[src/rtl/pr_host_pkg.sv]
`timescale 1ns/1ps
package pr_host_pkg;

    localparam int WORD_W = 16;

    typedef enum logic [1:0] {
        S_IDLE,
        S_REQ,
        S_STREAM,
        S_GAP
    } seq_state_e;

    localparam logic [2:0] CODE_RESET   = 3'b000;
    localparam logic [2:0] CODE_TGT_ERR = 3'b001;
    localparam logic [2:0] CODE_CRC     = 3'b010;
    localparam logic [2:0] CODE_BAD_ID  = 3'b011;
    localparam logic [2:0] CODE_BUSY    = 3'b100;
    localparam logic [2:0] CODE_PASS    = 3'b101;

    typedef struct packed {
        seq_state_e st;
        logic [2:0] code;
        logic       dbl;
        logic       second;
    } seq_regs_t;

endpackage

[src/rtl/pr_pace_ctr.sv]
`timescale 1ns/1ps
// Phase counter that spaces accepted words RATIO clocks apart.
module pr_pace_ctr #(
    parameter int RATIO = 1
) (
    input  logic clk,
    input  logic rst_n,
    input  logic run_i,
    input  logic accept_i,
    output logic slot_o
);
    localparam int PH_W = (RATIO > 1) ? $clog2(RATIO) : 1;
    localparam logic [PH_W-1:0] LAST = PH_W'(RATIO - 1);

    logic [PH_W-1:0] phase_d, phase_q;

    always_comb begin
        phase_d = phase_q;
        if (!run_i) begin
            phase_d = '0;
        end else if (accept_i || phase_q != '0) begin
            phase_d = (phase_q == LAST) ? '0 : phase_q + 1'b1;
        end
    end

    always_ff @(posedge clk or negedge rst_n) begin
        if (!rst_n) phase_q <= '0;
        else        phase_q <= phase_d;
    end

    assign slot_o = (phase_q == '0);
endmodule

[src/rtl/pr_word_fwd.sv]
`timescale 1ns/1ps
// Registers each accepted word and raises a one-cycle strobe with it.
module pr_word_fwd #(
    parameter int DATA_W = 16
) (
    input  logic              clk,
    input  logic              rst_n,
    input  logic              accept_i,
    input  logic [DATA_W-1:0] din_i,
    output logic              strobe_o,
    output logic [DATA_W-1:0] dout_o
);
    logic              strobe_d, strobe_q;
    logic [DATA_W-1:0] data_d, data_q;

    always_comb begin
        strobe_d = accept_i;
        data_d   = accept_i ? din_i : data_q;
    end

    always_ff @(posedge clk or negedge rst_n) begin
        if (!rst_n) begin
            strobe_q <= 1'b0;
            data_q   <= '0;
        end else begin
            strobe_q <= strobe_d;
            data_q   <= data_d;
        end
    end

    assign strobe_o = strobe_q;
    assign dout_o   = data_q;
endmodule

[src/rtl/pr_host_seq.sv]
`timescale 1ns/1ps
// Sequencer for one reconfiguration event: freeze, request, stream, status.
module pr_host_seq
    import pr_host_pkg::*;
#(
    parameter int RATIO  = 1,
    parameter int DATA_W = WORD_W
) (
    input  logic              clk,
    input  logic              rst_n,
    input  logic              start_i,
    input  logic              double_i,
    input  logic [DATA_W-1:0] in_data_i,
    input  logic              in_valid_i,
    output logic              in_ready_o,
    output logic              freeze_o,
    output logic [2:0]        status_o,
    output logic              tgt_req_o,
    output logic              tgt_clk_o,
    output logic [DATA_W-1:0] tgt_data_o,
    input  logic              tgt_ready_i,
    input  logic              tgt_done_i,
    input  logic              tgt_err_i,
    input  logic              tgt_crc_i,
    input  logic              tgt_bad_id_i
);
    seq_regs_t r_d, r_q;
    logic      streaming, slot, accept, fault;

    assign streaming = (r_q.st == S_STREAM);
    assign accept    = in_valid_i && in_ready_o;
    assign fault     = (r_q.st != S_IDLE) && (tgt_err_i || tgt_crc_i || tgt_bad_id_i);

    pr_pace_ctr #(.RATIO(RATIO)) u_pace (
        .clk      (clk),
        .rst_n    (rst_n),
        .run_i    (streaming),
        .accept_i (accept),
        .slot_o   (slot)
    );

    pr_word_fwd #(.DATA_W(DATA_W)) u_fwd (
        .clk      (clk),
        .rst_n    (rst_n),
        .accept_i (accept),
        .din_i    (in_data_i),
        .strobe_o (tgt_clk_o),
        .dout_o   (tgt_data_o)
    );

    always_comb begin
        r_d = r_q;
        if (r_q.st == S_IDLE) begin
            if (start_i) begin
                r_d.st     = S_REQ;
                r_d.code   = CODE_BUSY;
                r_d.dbl    = double_i;
                r_d.second = 1'b0;
            end else if (r_q.code == CODE_PASS && tgt_crc_i) begin
                r_d.code = CODE_CRC;
            end
        end else begin
            r_d.dbl = r_q.dbl | double_i;
            if (fault) begin
                r_d.st = S_IDLE;
                if (tgt_err_i)      r_d.code = CODE_TGT_ERR;
                else if (tgt_crc_i) r_d.code = CODE_CRC;
                else                r_d.code = CODE_BAD_ID;
            end else begin
                unique case (r_q.st)
                    S_REQ: begin
                        if (tgt_ready_i) r_d.st = S_STREAM;
                    end
                    S_STREAM: begin
                        if (tgt_done_i) begin
                            if (r_d.dbl && !r_q.second) begin
                                r_d.st     = S_GAP;
                                r_d.second = 1'b1;
                            end else begin
                                r_d.st   = S_IDLE;
                                r_d.code = CODE_PASS;
                            end
                        end
                    end
                    S_GAP:   r_d.st = S_REQ;
                    default: r_d.st = S_IDLE;
                endcase
            end
        end
    end

    always_ff @(posedge clk or negedge rst_n) begin
        if (!rst_n) begin
            r_q <= '{st: S_IDLE, code: CODE_RESET, dbl: 1'b0, second: 1'b0};
        end else begin
            r_q <= r_d;
        end
    end

    assign in_ready_o = streaming && slot;
    assign freeze_o   = (r_q.st != S_IDLE);
    assign tgt_req_o  = (r_q.st == S_REQ) || streaming;
    assign status_o   = r_q.code;
endmodule

[config.mk]
export PLATFORM = sky130hd
export DESIGN_NAME = pr_host_seq
export DESIGN_NICKNAME = d
export VERILOG_FILES = /design/src/rtl/pr_host_pkg.sv /design/src/rtl/pr_pace_ctr.sv /design/src/rtl/pr_word_fwd.sv /design/src/rtl/pr_host_seq.sv
export SDC_FILE = /design/constraint.sdc
export NUM_CORES = 1
export LEC_CHECK = 0
export BUFFER_PORTS_ARGS = -buffer_cell sky130_fd_sc_hd__buf_2
export CAP_MARGIN = 25
export CORE_MARGIN = 2
export CORE_UTILIZATION = 45
export DETAILED_ROUTE_END_ITERATION = 8
export HOLD_SLACK_MARGIN = 0.12
export PLACE_DENSITY = 0.75
export SYNTH_ARGS = -nofsm -noshare
export SYNTH_HDL_FRONTEND = slang
export SYNTH_SLANG_ARGS = --single-unit
[constraint.sdc]
create_clock -name clk -period 2.65 [get_ports clk]
set_input_delay 0.3975 -clock clk [delete_from_list [all_inputs] [get_ports clk]]
set_output_delay 0.3975 -clock clk [all_outputs]
set_load 0.02 [all_outputs]
## Yosys cells after proc, flatten, opt, wreduce, memory -nomap -nowiden

Cells that the tools add are included.
W data, S select, Z words.

| storage, ports and cells | value |
|---|---|
| bits in registers | 25 |
| latch bits | 0 |
| RAM bits | 0 |
| bits in read-only memories | 0 |
| bits of input ports | 26 |
| output and inout port bits | 23 |
| logic and storage cells | 62 |
| memories | 0 |

| cells by class | value |
|---|---|
| add/sub/neg operators | 1 |
| multipliers | 0 |
| div/mod/pow operators | 0 |
| magnitude comparators | 0 |
| eq/ne operators | 11 |
| shift-type cells | 0 |
| muxes and demuxes | 21 |
| bitwise gates (word level) | 2 |
| reduce and logical (&&, ||, !) cells | 20 |

Operators by type and width:

| cell | number |
|---|---|
| $mux W3 | 4 |
| $mux W2 | 5 |
| $mux W5 | 2 |
| $mux W1 | 8 |
| $reduce_bool A2 Y1 | 4 |
| $mux W7 | 1 |
| $pmux W2 S3 | 1 |
| $reduce_bool A3 Y1 | 2 |
| $logic_and A1 B1 Y1 | 5 |
| $reduce_and A5 Y1 | 1 |
| $eq A2 B2 Y1 const B | 2 |
| $logic_or A1 B1 Y1 | 4 |
| $ne A2 B1 Y1 const B | 2 |
| $ne A4 B2 Y1 const B | 1 |
| $ne A4 B4 Y1 const B | 1 |
| $reduce_and A4 Y1 | 1 |
| $eq A3 B3 Y1 const B | 1 |
| $ne A3 B2 Y1 const B | 1 |
| $ne A3 B3 Y1 const B | 1 |
| $reduce_and A3 Y1 | 1 |
| $eq A2 B1 Y1 const B | 1 |
| $logic_not A2 Y1 | 1 |
| $ne A2 B2 Y1 const B | 1 |
| $add A1 B1 Y1 const B | 1 |
| other kinds (3) | 3 |

## Logic depth before layout (Yosys ltp)

Gate-level depths: netlist (run 1).

| depth | value |
|---|---|
| word-level depth | 7 |
| gate-level depth with buffers | 6 |
| mapped depth without buffers | 6 |

## Cells and area by module

Synthesis (run 1) repeated with hierarchy kept, for this count alone.

| unflattened totals | value |
|---|---|
| cells, all modules | 96 |
| area total of the unflattened synthesis | 1,295.0 sq um |

Modules (own cells, without submodules):

| module | times used | cells an instance | area an instance (sq um) | seq. area each (sq um) |
|---|---|---|---|---|
| pr_word_fwd | 1 | 35 | 674.4 | 425.4 |
| pr_host_seq | 1 | 59 | 609.3 | 175.2 |
| pr_pace_ctr | 1 | 2 | 11.3 | 0.0 |

## Worst setup path after synthesis (run 1)

OpenSTA, ideal clock, no wires.

| timing | value |
|---|---|
| path kind | flip-flop to flip-flop |
| start point | register r_q[5] in the netlist's numbering |
| end point | register r_q (netlist bit status_o[0]) |
| setup time | 0.125 ns |
| arrival | 1.788 ns |
| data required time | 2.525 ns |
| setup slack | 0.737 ns |
| stages on the path, launching flop included | 7 |
| path buffers | 0 |
| clock period less this slack | 1.913 ns |
| cell sequence | dfrtp_1 inv_1 ha_1 or4_4 a31oi_1 a311o_2 mux2_4 |

| between the ends | value |
|---|---|
| cells in the longest elaborated chain, start to end | 4 |
| elaborated cells on any way between the ends | 11 |
| classes of those cells | eq/ne: 3; mux: 2; reduce/logical: 6 |

RTL lines:

| item | RTL line | source |
|---|---|---|
| from (decl) | pr_host_seq.sv:27 | `seq_regs_t r_d, r_q;` |
| from (signal assigned) | pr_host_seq.sv:94 | `r_q <= '{st: S_IDLE, code: CODE_RESET, dbl: 1'b0, second: 1'b0};` |
| from (signal assigned) | pr_host_seq.sv:96 | `r_q <= r_d;` |
| $reduce_bool A2 Y1 | pr_host_seq.sv:32 | `assign fault = (r_q.st != S_IDLE) && (tgt_err_i \|\| tgt_crc_i \|\| tgt_bad_id_i);` |
| $logic_and A1 B1 Y1 | pr_host_seq.sv:32 |  |
| $ne A3 B3 Y1 (no source line), or another cell as far along | n/a |  |
| $reduce_and A4 Y1 (no source line) or $mux W7 (tied branches) | n/a |  |

Parallel ways exist; a longest one is shown, timed or not.
A chain may end at the register's enable or synchronous reset.

## Worst setup path after layout (run 1)

| timing | value |
|---|---|
| start point | register r_q[6] in the netlist's numbering |
| end point | register r_q (netlist bit status_o[0]) |

Same word-level chain as after synthesis.

==> flow_metrics.tcl, run 1 <==
set metrics [dict create \
    cts_tree "built" \
    postRouteAntennaNets 0 \
    relSlewSlack_pct 55.0 \
    synthTopCellsByCount "24 x dfrtp_1, 16 x mux2_2, 9 x inv_1, 5 x a21oi_1, 5 x ha_1" \
    reg2regPathDepth 6 \
    synth-compound-area-share_pct 10.0 \
    grt.overflow.total 0 \
    yosysUniqueCellTypes 24 \
    cts.sinks 24 \
    synth_nets 121 \
    die_area_um2 2920 \
    hp-class "in -> reg" \
    fillers 223 \
    min_period_ns 2.16 \
    fmax_mhz 462 \
    drtIter0Drc 12 \
    setup-tns-final_ns 0 \
    crit_family "simple AND/OR/NAND/NOR gates" \
    r2r_setup_slack_ns 0.49 \
    hold_depth 2 \
    internal-power_mw 0.954 \
    hold_path_end "u_fwd.dout_o[1]" \
    numPortBuffers 48 \
    power.density_nw_per_um2 1070 \
    muxShareOfSynthArea_pct 19.6 \
    outcome "completed" \
    synth_most_common_cell "dfrtp_1" \
    clk_pin_slew_worst_paths_ns 0.14 \
    drv_slew 0 \
    ctsHtreeMaxLevel 1 \
    finalCritPeriodShare_pct 81.7 \
    synth_top_family_by_area "multiplexers" \
    synthArstFlopShare_pct 100 \
    finalClockSkew_ns 0.00300 \
    arrival_ns 2.38 \
    worstSetupPathType "reg -> reg" \
    crit_buf_inv 1 \
    ys_warn_count 0 \
    netSwitchingFraction_pct 38.2 \
    synth-edff-count 0 \
    cap_violations 0 \
    clk_latency_ns 0.31 \
    setup_violations 0 \
    synthSimpleGateAreaFrac_pct 6.12 \
    synth_area_um2 1120 \
    min-delay-start "in_data_i[1]" \
    grt.total_usage_pct 17.0 \
    finalWeightedCongestion 0.827 \
    dieHeight_um 54.0 \
    clock-root-buffer "clkbuf_4" \
    synth_top_area_share_pct 53.4 \
    crit_chain "inv_1, ha_1, or4_4, a31oi_1, a311o_2, mux2_4" \
    combPwrFrac_pct 45.0 \
    synth_xor_area_share_pct 0 \
    routed-via-count 878 \
    critical_path.max_stage_delay_ns 0.49 \
    ctsLongestPathBuffers 2 \
    ios 49 \
    worstSetupEndpointType "register" \
    drive_above_1_share_pct 52.5 \
    start_util_pct 46.2 \
    drt-pass1-iter-count 4 \
    switchingPower_mw 0.588 \
    r2r_start "r_q[6]" \
    synth.ff_latch_count 24 \
    numCtsBuffers 3 \
    grt_pass1_vias 823 \
    tightest_slew_ns 0.674 \
    wl_per_cell_um 13.7 \
    wl_um 2320 \
    hold_violations 0 \
    dpl.hpwl_um 1790 \
    crit_path_start_kind "register" \
    die_w_um 54.0 \
    syn_area_per_cell_um2 12.5 \
    viasPerCell 5.20 \
    finish.utilization_pct 59.2 \
    cp.required_ns 2.87 \
    irDropWorstVdd_mv 0.714 \
    total_power_mw 1.54 \
    critPathSlowestCell "or4_4" \
    grt_setup_unrepaired "no" \
    clockPowerShare_pct 17.3 \
    seq_area_frac_synth_pct 53.4 \
    syn_to_final_growth_pct 27.9 \
    syn_inst 90 \
    grt_pass1_wl_um 3550 \
    final_nets 171 \
    fin_cells 169 \
    row_count 18 \
    grt_start_max_net_pins 25 \
    seq_power_share_pct 37.7 \
    synthTopCellsByArea "dfrtp_1 53%, mux2_2 16%, ha_1 5.6%, inv_1 3.0%, mux2_4 2.7%" \
    yosysTopAreaCell "dfrtp_1" \
    synthAdderAreaFrac_pct 5.56 \
    coreArea_um2 2430 \
    n_antenna_cell 0 \
    r2r-end "status_o[0]" \
    antenna_found_initial 0 \
    crit_fanout 8 \
    drc 0 \
    dpl.cell_count 164 \
    synth_ff_type "dfrtp_1" \
    p_leak_nw 0.805 \
]
## through the flow
stage	worst slack (ns)	area, µm²	hold WS, ns
after floorplan	0.737	1120	0.102
after global placement	0.670	1380	0.406
after detailed placement	0.548	1380	0.413
after CTS	0.494	1440	0.294
after global routing	0.401	1440	0.283
final	0.485	1440	0.300
## routing by layer
metal	wire length, µm	global-route usage [%]
met5	0	0
met3	97	1.94
met4	47	8.75
met2	1240	29.7
met1	935	20.5
## how the worst max path moves through the flow
| stage | startpoint | end | slack (ns) | cells after the start |
|---|---|---|---|---|
| floorplan | r_q[5] | status_o[0] | 0.74 | 6 |
| global placement | r_q[5] | status_o[2] | 0.67 | 6 |
| detailed placement | r_q[5] | status_o[0] | 0.55 | 6 |
| CTS | r_q[6] | status_o[0] | 0.49 | 6 |
| global route | r_q[6] | status_o[0] | 0.40 | 6 |
| finish | r_q[6] | status_o[0] | 0.49 | 6 |
## registers in the layout, indices dropped and copies added (netlist names)
register and count:
u_fwd.dout_o 16, u_fwd.strobe_o 1, status_o 3, r_q 4
## cell type report
cell class / instances / area [µm²] / share of cell area (%)
repair buffers: 49 / 250 / 17.4
clock buffers: 3 / 22.5 / 1.57
inverters: 9 / 33.8 / 2.35
clock inverters: 1 / 30.0 / 2.09
well taps: 30 / 37.5 / 2.61
multi-input cells: 53 / 464 / 32.3
flip-flops and latches: 24 / 601 / 41.7
## power by group through the flow
stage	combinational (mW)	sequential (mW)	clock, mW
CTS	0.699	0.583	0.268
detailed placement	0.697	0.592	0
global placement	0.672	0.581	0
floorplan	0.384	0.705	0
finish	0.695	0.581	0.266
global route	0.759	0.603	0.286
## cells in the final DEF (no fill, tap or decap), drive strengths merged, types with 2 or more instances in the layout
master,Yosys,layout
mux2,18,18
o21bai,2,2
a31oi,2,2
dfrtp,24,24
ha,5,5
nor2,3,3
nand2,3,3
inv,9,9
a21oi,5,5
nor3,2,2
nand2b,3,3
clkbuf,1,3
buf,3,48
## kinds of logic after synthesis
logic type,count (synthesis)
AND/OR/NAND/NOR,13
adder cells (fa/ha/maj),5
buffers and inverters,13
multiplexers,19
flip-flops,24
AO/OA/AOI/OAI,16
## repair_timing
item,4_1_cts,5_1_grt
hold buffers,1,0
buffers inserted,0,0
resized for setup,0,0
endpoints found under the hold margin,24,0
Power figures use the tool's default switching activity.
==> run 2: changes to the inputs <==
==> constraint.sdc (replaced) <==
create_clock -name clk -period 2.05 [get_ports clk]
set_input_delay 0.3075 -clock clk [delete_from_list [all_inputs] [get_ports clk]]
set_output_delay 0.3075 -clock clk [all_outputs]
set_load 0.02 [all_outputs]
==> flow_metrics.tcl, run 2 (synthesis results as in run 1) <==
set metrics [dict create \
    clk_latency_ns 0.31 \
    setup-tns-final_ns 0 \
    ctsResizeCount 0 \
    p_leak_nw 0.817 \
    drt-pass1-iter-count 4 \
    setup_violations 0 \
    r2r_setup_slack_ns 0.13 \
    syn_to_final_growth_pct 29.1 \
    irDropWorstVdd_mv 0.779 \
    numPortBuffers 48 \
    cp-startpoint "r_q[6]" \
    numCtsBuffers 3 \
    cp.required_ns 2.26 \
    n_antenna_cell 0 \
    fmax_mhz 520 \
    grt.overflow.total 0 \
    largest_reg_flops 16 \
    viasPerCell 5.17 \
    fin_cells 173 \
    dpl.cell_count 167 \
    seq_power_share_pct 39.1 \
    reg2regPathDepth 6 \
    drv_slew 0 \
    ios 49 \
    final_common_cell "buf_2" \
    drc 0 \
    clockPowerShare_pct 12.8 \
    min-delay-start "in_data_i[5]" \
    wl_per_cell_um 12.9 \
    cts.sinks 24 \
    postRouteAntennaNets 0 \
    grt_pass1_wl_um 3590 \
    wl_um 2230 \
    min_period_ns 1.92 \
    grt.total_usage_pct 17.3 \
    total_power_mw 1.92 \
    cap_violations 0 \
    tightest_slew_ns 0.525 \
    r2r_start "r_q[6]" \
    worstSetupEndpointType "register" \
    worstSetupPathType "reg -> reg" \
    final_nets 175 \
    finalCritPeriodShare_pct 93.7 \
    dieHeight_um 54.0 \
    relSlewSlack_pct 65.0 \
    grt_start_max_net_pins 25 \
    finalClockSkew_ns 0.00132 \
    drtIter0Drc 17 \
    drive_above_1_share_pct 53.8 \
    fillers 214 \
    combPwrFrac_pct 48.1 \
    cts_tree "built" \
    power.density_nw_per_um2 1320 \
    crit_end "status_o[2]" \
    crit_path_start_kind "register" \
    routed-via-count 894 \
    hp-class "in -> reg" \
    netSwitchingFraction_pct 39.2 \
    ctsHtreeMaxLevel 1 \
    finalWeightedCongestion 0.814 \
    hold_violations 0 \
    start_util_pct 46.2 \
    layout_common_cells "48 x buf_2, 24 x dfrtp_1, 16 x mux2_2" \
    crit_fanout 5 \
    die_area_um2 2920 \
    outcome "completed" \
    whs_ns 0.215 \
    internal-power_mw 1.17 \
    dpl.hpwl_um 1750 \
    die_w_um 54.0 \
    coreArea_um2 2430 \
    r2r-end "status_o[2]" \
    switchingPower_mw 0.753 \
    grt_setup_unrepaired "no" \
    clk_pin_slew_worst_paths_ns 0.13 \
    grt_pass1_vias 862 \
    antenna_found_initial 0 \
    ctsLongestPathBuffers 2 \
    arrival_ns 2.13 \
    finish.utilization_pct 59.7 \
    row_count 18 \
    clock-root-buffer "clkbuf_4" \
]
## run 2: how the worst min path moves through the flow
stage | endpoint | slack (ns) | depth (start not counted)
final | u_fwd.dout_o[5] | 0.22 | 2
after global routing | u_fwd.dout_o[1] | 0.20 | 2
after CTS | u_fwd.dout_o[5] | 0.20 | 2
after detailed placement | r_q[5] | 0.32 | 1
after global placement | r_q[5] | 0.32 | 1
after floorplan | r_q[0] | 0.01 | 0
## run 2: metrics by stage
step                area (µm²)  worst slack (ns)
finish                    1450             0.128
global route              1450            0.0226
CTS                       1450            0.0940
detailed placement        1400             0.116
global placement          1400             0.170
floorplan                 1120             0.137
## run 2: worst max-delay path, stage by stage (launching register included)
cell and delay (ns):
dfrtp_1 0.41, inv_1 0.10, ha_1 0.20, or4_4 0.46, a31oi_1 0.16, a311o_2 0.19
mux2_4 0.31
## run 2: layout make-up
type | count | area [µm²] | share of cell area (%)
sequential | 24 | 601 | 41.3
tap | 30 | 37.5 | 2.58
clock buffer | 4 | 36.3 | 2.50
multi-input combinational | 53 | 464 | 32.0
inverter | 9 | 33.8 | 2.33
timing repair buffer | 53 | 280 | 19.3
## run 2: metal layers
layer	up-vias	share of wire (%)	track usage, %
met1	440	40	20.5
li1	426	-	-
met2	24	54	29.9
met5	-	0	0
met4	0	1.3	8.33
met3	4	3.9	3.33
## run 2: timing repair
| item | CTS | global route |
|---|---|---|
| setup buffers | 0 | 1 |
| endpoints found under the setup margin | 0 | 2 |
| endpoints found under the hold margin | 24 | 0 |
| hold buffers | 1 | 0 |
## run 2: power groups by stage
stage	registers, mW	logic, mW	clock network, mW
floorplan	0.911	0.496	0
finish	0.750	0.923	0.246
detailed placement	0.767	0.924	0
global placement	0.752	0.898	0
global route	0.781	1.02	0.279
CTS	0.756	0.926	0.257
